File: config.mk
export PLATFORM = sky130hd
export DESIGN_NAME = alu_flag_unit
export DESIGN_NICKNAME = d
export VERILOG_FILES = /design/src/rtl/alu_flag_pkg.sv /design/src/rtl/alu_addsub.sv /design/src/rtl/alu_muldiv.sv /design/src/rtl/alu_parity.sv /design/src/rtl/alu_flag_unit.sv
export SDC_FILE = /design/constraint.sdc
export NUM_CORES = 1
export LEC_CHECK = 0
export ABC_AREA = 1
export BUFFER_PORTS_ARGS = -buffer_cell sky130_fd_sc_hd__buf_4
export CORE_ASPECT_RATIO = 0.5
export CORE_MARGIN = 5
export CORE_UTILIZATION = 50
export CTS_CLUSTER_SIZE = 25
export DETAILED_ROUTE_END_ITERATION = 16
export HOLD_SLACK_MARGIN = 0.06
export PLACE_DENSITY = 0.8
export RECOVER_POWER = 25
export SLEW_MARGIN = 20
export SYNTH_ARGS = -nofsm -noshare
export SYNTH_HDL_FRONTEND = slang
export SYNTH_SLANG_ARGS = --single-unit
export TNS_END_PERCENT = 100
File: constraint.sdc
create_clock -name clk -period 27 [get_ports clk]
set_input_delay 1.35 -clock clk [delete_from_list [all_inputs] [get_ports clk]]
set_output_delay 1.35 -clock clk [all_outputs]
set_load 0.02 [all_outputs]
File: src/rtl/alu_flag_pkg.sv
package alu_flag_pkg;
  typedef enum logic [2:0] {
    OP_ADD  = 3'd0,
    OP_ADDC = 3'd1,
    OP_SUBB = 3'd2,
    OP_MUL  = 3'd3,
    OP_DIV  = 3'd4,
    OP_SETC = 3'd5,
    OP_CLRC = 3'd6,
    OP_MOVA = 3'd7
  } alu_op_e;

  localparam int PSW_W  = 8;
  localparam int PSW_CY = 7;
  localparam int PSW_AC = 6;
  localparam int PSW_OV = 2;
  localparam int PSW_P  = 0;
endpackage

File: src/rtl/alu_addsub.sv
module alu_addsub #(
  parameter int W = 8
) (
  input  logic [W-1:0] a,
  input  logic [W-1:0] b,
  input  logic         cin,
  input  logic         sub,
  output logic [W-1:0] res,
  output logic         cy,
  output logic         ac,
  output logic         ov
);
  localparam int NIB = W / 2;

  logic [W-1:0] opb;
  logic         ci;
  logic [W:0]   full;
  logic [NIB:0] lo;

  // subtraction is a + ~b + ~borrow; carry outputs invert to borrows
  assign opb  = sub ? ~b : b;
  assign ci   = sub ? ~cin : cin;
  assign full = {1'b0, a} + {1'b0, opb} + {{W{1'b0}}, ci};
  assign lo   = {1'b0, a[NIB-1:0]} + {1'b0, opb[NIB-1:0]} + {{NIB{1'b0}}, ci};

  assign res = full[W-1:0];
  assign cy  = sub ? ~full[W] : full[W];
  assign ac  = sub ? ~lo[NIB] : lo[NIB];
  assign ov  = (a[W-1] == opb[W-1]) && (full[W-1] != a[W-1]);
endmodule

File: src/rtl/alu_muldiv.sv
module alu_muldiv #(
  parameter int W = 8
) (
  input  logic [W-1:0]   a,
  input  logic [W-1:0]   b,
  output logic [2*W-1:0] prod,
  output logic [W-1:0]   quo,
  output logic [W-1:0]   rem,
  output logic           dz
);
  logic [W-1:0] part [0:W];

  assign prod    = {{W{1'b0}}, a} * {{W{1'b0}}, b};
  assign dz      = (b == '0);
  assign part[0] = '0;

  // restoring divider, one stage per dividend bit, msb first
  for (genvar k = 0; k < W; k++) begin : g_stage
    logic [W:0] trial;
    logic       ge;
    assign trial = {part[k], a[W-1-k]};
    assign ge    = trial >= {1'b0, b};
    assign quo[W-1-k] = ge;
    assign part[k+1]  = ge ? (trial[W-1:0] - b) : trial[W-1:0];
  end

  assign rem = part[W];
endmodule

File: src/rtl/alu_parity.sv
module alu_parity #(
  parameter int W = 8
) (
  input  logic [W-1:0] d,
  output logic         odd
);
  logic [W:0] chain;
  assign chain[0] = 1'b0;
  for (genvar i = 0; i < W; i++) begin : g_xor
    assign chain[i+1] = chain[i] ^ d[i];
  end
  assign odd = chain[W];
endmodule

File: src/rtl/alu_flag_unit.sv
module alu_flag_unit
  import alu_flag_pkg::*;
#(
  parameter int W = 8
) (
  input  logic             clk,
  input  logic             rst,
  input  logic             op_valid,
  input  logic [2:0]       op_code,
  input  logic [W-1:0]     a_in,
  input  logic [W-1:0]     b_in,
  input  logic [PSW_W-1:0] psw_in,
  output logic             res_valid,
  output logic [W-1:0]     a_out,
  output logic [W-1:0]     b_out,
  output logic [PSW_W-1:0] psw_out
);
  alu_op_e op;
  assign op = alu_op_e'(op_code);

  logic         as_sub, as_cin;
  logic [W-1:0] as_res;
  logic         as_cy, as_ac, as_ov;

  assign as_sub = (op == OP_SUBB);
  assign as_cin = (op == OP_ADD) ? 1'b0 : psw_in[PSW_CY];

  alu_addsub #(.W(W)) u_addsub (
    .a(a_in), .b(b_in), .cin(as_cin), .sub(as_sub),
    .res(as_res), .cy(as_cy), .ac(as_ac), .ov(as_ov)
  );

  logic [2*W-1:0] md_prod;
  logic [W-1:0]   md_quo, md_rem;
  logic           md_dz;

  alu_muldiv #(.W(W)) u_muldiv (
    .a(a_in), .b(b_in),
    .prod(md_prod), .quo(md_quo), .rem(md_rem), .dz(md_dz)
  );

  logic [W-1:0] nxt_a, nxt_b;
  logic         nxt_cy, nxt_ac, nxt_ov, nxt_p;

  always_comb begin
    nxt_a  = a_in;
    nxt_b  = b_in;
    nxt_cy = psw_in[PSW_CY];
    nxt_ac = psw_in[PSW_AC];
    nxt_ov = psw_in[PSW_OV];
    case (op)
      OP_ADD, OP_ADDC, OP_SUBB: begin
        nxt_a  = as_res;
        nxt_cy = as_cy;
        nxt_ac = as_ac;
        nxt_ov = as_ov;
      end
      OP_MUL: begin
        nxt_a  = md_prod[W-1:0];
        nxt_b  = md_prod[2*W-1:W];
        nxt_cy = 1'b0;
        nxt_ov = |md_prod[2*W-1:W];
      end
      OP_DIV: begin
        nxt_cy = 1'b0;
        nxt_ov = md_dz;
        if (!md_dz) begin
          nxt_a = md_quo;
          nxt_b = md_rem;
        end
      end
      OP_SETC: nxt_cy = 1'b1;
      OP_CLRC: nxt_cy = 1'b0;
      OP_MOVA: nxt_a  = b_in;
      default: ;
    endcase
  end

  alu_parity #(.W(W)) u_parity (.d(nxt_a), .odd(nxt_p));

  logic unused_old_p;
  assign unused_old_p = psw_in[PSW_P];

  always_ff @(posedge clk) begin
    if (rst) begin
      res_valid <= 1'b0;
      a_out     <= '0;
      b_out     <= '0;
      psw_out   <= '0;
    end else begin
      res_valid <= op_valid;
      if (op_valid) begin
        a_out   <= nxt_a;
        b_out   <= nxt_b;
        psw_out <= {nxt_cy, nxt_ac, psw_in[5:3], nxt_ov, psw_in[1], nxt_p};
      end
    end
  end
endmodule

==> results of run 1 <==
==> power breakdown <==
part | switching, uW | leakage [uW] | total [uW] | internal (uW)
combinational | 356 | 0.00428 | 570 | 214
sequential | 2.55 | 0.000208 | 43.8 | 41.3
clock | 11.8 | 0.0000382 | 32.0 | 20.1
total | 370 | 0.00452 | 645 | 275
==> critical path: cells and delay by family <==
family	cells	cell delay (ns)
compound gates	26	5.38
fa+ha+maj	8	2.59
buf+inv	11	1.68
simple gates	51	5.53
==> registers in the layout, summed over array words and instances, names as in the netlist <==
register,count
b_out,8
psw_out,8
res_valid,1
a_out,8
==> cell usage in the layout, fill, tap and decap left out, types with 5 or more instances in the layout <==
master	n
nand2_1	242
inv_1	220
ha_1	109
nor2_1	76
o21ai_0	67
a21oi_1	61
buf_4	46
fa_1	45
xor2_1	40
nand3_1	27
dfxtp_1	25
nand4_1	14
nand2_2	14
xnor2_1	13
o211ai_1	11
clkbuf_1	9
nand3_2	8
o21bai_1	8
nand2_4	7
o21ai_1	7
nor3_1	7
or2_2	6
nor2_2	5
nand3b_1	5
o21a_1	5
a31oi_1	5
a41oi_1	5
==> logic make-up (layout without fill, tap and decap cells) <==
group,Yosys count,count (layout),synth area share
adders and majority gates,154,154,0.308
xor gates and xnor gates,53,53,0.0632
and+or+nand+nor,424,424,0.265
buffers and inverters,254,284,0.138
DFF,25,25,0.0682
AOI/OAI and AO/OA,194,194,0.157
==> final timing paths <==
path                             end  cells past startpoint  slack (ns)               startpoint
min reg2reg  psw_out[2]$_SDFFE_PP0P_                      2        0.47  psw_out[2]$_SDFFE_PP0P_
min          psw_out[2]$_SDFFE_PP0P_                      2        0.47  psw_out[2]$_SDFFE_PP0P_
max          psw_out[0]$_SDFFE_PP0P_                     96       10.57                  b_in[1]
max reg2reg    b_out[5]$_SDFFE_PP0P_                      2       26.24    b_out[5]$_SDFFE_PP0P_
==> area by class of cell <==
class                   count  area (um2)  area share
well taps                 198         248      0.0314
repair buffers             54         375      0.0476
inverters                 226         857       0.109
flip-flops and latches     25         500      0.0634
multi-input cells         825        5830       0.739
clock buffers               4        78.8     0.00999
==> metal layers <==
metal | track usage | share of wire | vias to the layer above
met5 | 0 | 0 | -
li1 | - | - | 3581
met4 | 0.0587 | 0.023 | 0
met3 | 0.0223 | 0.061 | 40
met1 | 0.295 | 0.45 | 3397
met2 | 0.410 | 0.47 | 231
==> metrics by stage <==
step / hold WS, ns / instances / power, uW
after floorplan: 0.539 / 1104 / 501
after global placement: 0.457 / 1328 / 587
after detailed placement: 0.467 / 1328 / 605
after CTS: 0.477 / 1332 / 641
after global routing: 0.502 / 1332 / 730
final: 0.472 / 1332 / 645
==> impl_results.md, run 1 <==
- Synthesized netlist cell count: 1104
- Most frequent CP cell: nand2_1
- Post-DP HPWL: 16000 um
- Die Area: 0.0174 mm2
- Sequential area share after synthesis: 0.0682
- Leak: 0.00452 uW
- Placeable Area: 0.0144 mm2
- Most numerous cell in the Yosys netlist: nand2_1
- Power per cell area: 81.8 mW/mm2
- RSZ-0062 raised after global routing: false
- Kind of critical path: input pin to register
- Final antenna-violating net count: 0
- Final WL: 19600 um
- H-tree depth: 1
- # setup viols final: 0
- Worst skew pair latency: 0.25 ns
- Initial core utilization: 0.509
- Nets: 1319
- First-pass GRT wire length: 32800 um
- CP Max Fanout: 19
- GRT overflow: 0
- F_max: 60.9 MHz
- Syn Nets: 1288
- # rows: 31
- Hold crit path type: register to register
- Post-synth top area cell: ha_1
- Die height: 95.7 um
- Outcome: finished, final reports clean
- Avg Inst Size Synth: 6.65 um2
- Drt drc: 0
- Slowest stage cell, crit path: nor2_1
- Setup WS pre-CTS: 10.69 ns
- Layout cells sized above 1: 0.0935
- Port Buffer Count: 53
- Starting DRT DRC Count: 493
- Vias in the first global route: 7096
- Ys Warns: 0
- Largest net degree at the start of global routing: 39
- Root buffer cell: clkbuf_16
- RePlAce Congestion: 0.980
- Number of antenna diodes: 0
- CTS tree: built
- CTS buffer count: 3
- Slew Viols, Final: 0
- Finished Core Util: 0.547
- Rel. slew slack: 0.113
- Vias/cell: 5.44
- Clk slew on worst S/H paths: 0.06 ns
- IO Pins: 55
- Post-CTS Setup Repair Bufs: 0
- DRT Pass-1 Iters: 5
- Cts repair resizes: 0
- Synth Cell Area: 0.00734 mm2
- Setup ws final: 10.57 ns
- Yosys top cell area share: 0.186
- CP arrival: 16.57 ns
- Main synth FF type: dfxtp_1
- Worst vdd ir: 0.0691 mV
- Vias: 7249
- Placed cell area: 0.00784 mm2
- Least-Margin Pin Slew: 1.33 ns
- Dominant cells by area after synthesis: ha_1 (19%), nand2_1 (12%), fa_1 (12%), inv_1 (11%), dfxtp_1 (6.8%)
- Die W: 181 um
- Initial antenna violation count: 0
- CP Capture Type: register
- Clk_skew: 0 ns
- GRT Util Overall: 0.227
- Drt wl/cell: 14.7 um
- P&R area growth vs syn: 7.43%
- Hold Fails Final Rpt: 0
- Fin area: 0.00789 mm2
- Fill cells: 1417
- CP required: 27.14 ns
- Clk sink count: 25
- Tcrit/Tclk final: 0.608
- Clock Tree Buf Depth: 2
- Fin crit period: 16.43 ns
- Cell variety after synth: 55
- Crit start category: input pin
- Number of synthesized flops with an enable pin: 0
- Most frequent cells after synthesis: nand2_1 (242), inv_1 (220), ha_1 (109), nor2_1 (76), o21ai_0 (67)
- TNS Setup: 0 ns
- Crit-path max cell delay: 0.43 ns
- Cts hold-fix bufs: 0
- Flops & latches, synth: 25
- Max_cap viols: 0
- Synth async-reset ratio: 0
(Power assumes the default switching activity.)
==> run 2: changes to the inputs <==
Clock period 27 ns to 16.6 ns, I/O delays scaled along.
==> run 2 against run 1 <==
Compared with the run above: worst setup slack lost 8.9 ns; count of clock-buffer cells in the layout shrank 1; flip-flop and latch count is the same; total power grew 63%; critical path depth grew 6; cell count grew 0.23%; sequential power grew 62%; highest routed layer unchanged; core utilization grew 0.31 points; clock power grew 67%; critical path type unchanged; combinational power grew 63%; largest power group unchanged; final area grew 0.57%.
==> impl_results.md, run 2 (synthesized netlist as in run 1, its figures left out) <==
- Fin crit period: 14.91 ns
- Setup WS pre-CTS: 0.981 ns (-9.71 ns)
- Psw: 602 uW (+63%)
- Hold Fails Final Rpt: 0 (unchanged)
- Slew Viols, Final: 0 (unchanged)
- Power per cell area: 133 mW/mm2 (+62%)
- CP top delay family: simple AND/OR/NAND/NOR gates
- Setup ws final: 1.69 ns (-8.88 ns)
- Tot Pwr: 1050 uW (+63%)
- Die W: 181 um (unchanged)
- Clk pwr share: 0.051 (about the same)
- CTS tree: built
- Initial core utilization: 0.509 (unchanged)
- CTS buffer count: 3 (unchanged)
- Clock Tree Buf Depth: 2 (unchanged)
- Cts hold-fix bufs: 0 (unchanged)
- Placeable Area: 0.0144 mm2 (unchanged)
- RSZ-0062 raised after global routing: false
- Vias/cell: 5.36 (-1.6%)
- F_max: 67.1 MHz
- DRT Pass-1 Iters: 5 (unchanged)
- Vias in the first global route: 6982 (-1.6%)
- RePlAce Congestion: 0.981 (+0.13%)
- # setup viols final: 0 (unchanged)
- TNS Setup: 0 ns (unchanged)
- Hold crit path type: register to register
- Clk sink count: 25 (unchanged)
- Layout cells sized above 1: 0.100 (+0.00679)
- Worst vdd ir: 0.116 mV (+68%)
- Fill cells: 1417 (unchanged)
- Root buffer cell: clkbuf_16
- Max_cap viols: 0 (unchanged)
- Port Buffer Count: 53 (unchanged)
- Starting DRT DRC Count: 437 (-11%)
- Most frequent CP cell: nand2_1
- IO Pins: 55 (unchanged)
- Final WL: 19500 um (-0.53%)
- CP arrival: 15.06 ns (-1.51 ns)
- H-tree depth: 1 (unchanged)
- Die height: 95.7 um (unchanged)
- Internal: 449 uW (+63%)
- Combinational fraction of design power: 0.882 (about the same)
- Initial antenna violation count: 0 (unchanged)
- Nets: 1322 (+0.23%)
- # rows: 31 (unchanged)
- Commonest non-fill, non-tap cell in the layout: nand2_1
- Final antenna-violating net count: 0 (unchanged)
- P&R area growth vs syn: 8.04%
- Least-Margin Pin Slew: 0.998 ns (-0.333 ns)
- Largest net degree at the start of global routing: 39 (unchanged)
- CP required: 16.75 ns (-10.39 ns)
- Vias: 7151 (-1.4%)
- Rel. slew slack: 0.318 (+0.205)
- First-pass GRT wire length: 33000 um (+0.59%)
- Buffers and inverters on the worst path: 14 (+3)
- Leak: 0.00454 uW (+0.35%)
- Kind of critical path: input pin to register
- Number of antenna diodes: 0 (unchanged)
- Crit start category: input pin
- Sw Ratio: 0.573 (-0.000853)
- Regs by FF count: a_out (8), b_out (8), psw_out (8)
- Post-DP HPWL: 15900 um (-0.59%)
- Tcrit/Tclk final: 0.898
- CP Max Fanout: 19 (unchanged)
- Crit-path max cell delay: 0.58 ns (+0.15 ns)
- Hold_ws: 0.478 ns (+0.00610 ns)
- Clk_skew: 0 ns (unchanged)
- Drt drc: 0 (unchanged)
- Outcome: finished, final reports clean
- CP Capture Type: register
- Die Area: 0.0174 mm2 (unchanged)
- Seq pwr share: 0.068 (about the same)
- Clk slew on worst S/H paths: 0.06 ns (about the same)
- GRT Util Overall: 0.226 (about the same)
- GRT overflow: 0 (unchanged)
- Most frequent cells in the layout: nand2_1 (242), inv_1 (218), ha_1 (109), nor2_1 (75), o21ai_0 (66)
- Drt wl/cell: 14.6 um (-0.75%)
- Slowest stage cell, crit path: o311ai_0
- Worst skew pair latency: 0.25 ns (about the same)
==> run 2: layout make-up <==
class	count	area (um2)	share of cell area
Tap cell	198	248	0.0312
Clock inverter	1	7.51	0.000946
Clock buffer	3	75.1	0.00946
Multi-Input combinational cell	825	5840	0.736
Sequential cell	25	500	0.0631
Inverter	226	861	0.109
Timing Repair Buffer	57	405	0.0511
==> run 2: final timing paths <==
| path | startpoint | endpoint | slack (ns) | depth (start not counted) |
|---|---|---|---|---|
| setup / recovery | b_in[0] | psw_out[0]$_SDFFE_PP0P_ | 1.69 | 102 |
| hold / removal | psw_out[2]$_SDFFE_PP0P_ | psw_out[2]$_SDFFE_PP0P_ | 0.48 | 2 |
| setup reg to reg | b_out[4]$_SDFFE_PP0P_ | b_out[4]$_SDFFE_PP0P_ | 15.88 | 2 |
| hold reg to reg | psw_out[2]$_SDFFE_PP0P_ | psw_out[2]$_SDFFE_PP0P_ | 0.48 | 2 |
==> run 2: timing repair <==
| action | 4_1_cts | 5_1_grt |
|---|---|---|
| setup endpoints to repair | 0 | 10 |
| resized for setup | 0 | 6 |
| setup buffers | 0 | 3 |
==> run 2: worst reg2reg max path, cell delays in order, from the launching register on <==
cell	delay [ns]
dfxtp_1	0.31
o21ai_0	0.20
a31oi_1	0.08
==> run 2: layer usage <==
layer	vias to the layer above	share of wire	routed length, um	global-route usage
met2	176	0.47	9100	0.412
met5	-	0	0	0
met4	0	0.024	478	0.0524
met3	39	0.044	851	0.0117
li1	3590	-	-	-
met1	3346	0.47	9090	0.302
==> run 2: power by group through the flow <==
stage	Sequential, uW	Clock (uW)	Combinational [uW]
4_1_cts	71.0	54.2	921
6_report	71.0	53.5	927
2_1_floorplan	80.1	0	735
3_3_place_gp	72.0	0	883
3_5_place_dp	72.1	0	914
5_1_grt	71.7	57.0	1050
==> run 2: metrics by stage <==
step                cell area (um2)  cells  utilization
floorplan                      7340   1104            -
global placement               7840   1328        0.543
detailed placement             7840   1328        0.543
CTS                            7920   1332        0.549
global route                   7930   1335        0.550
finish                         7930   1335        0.550
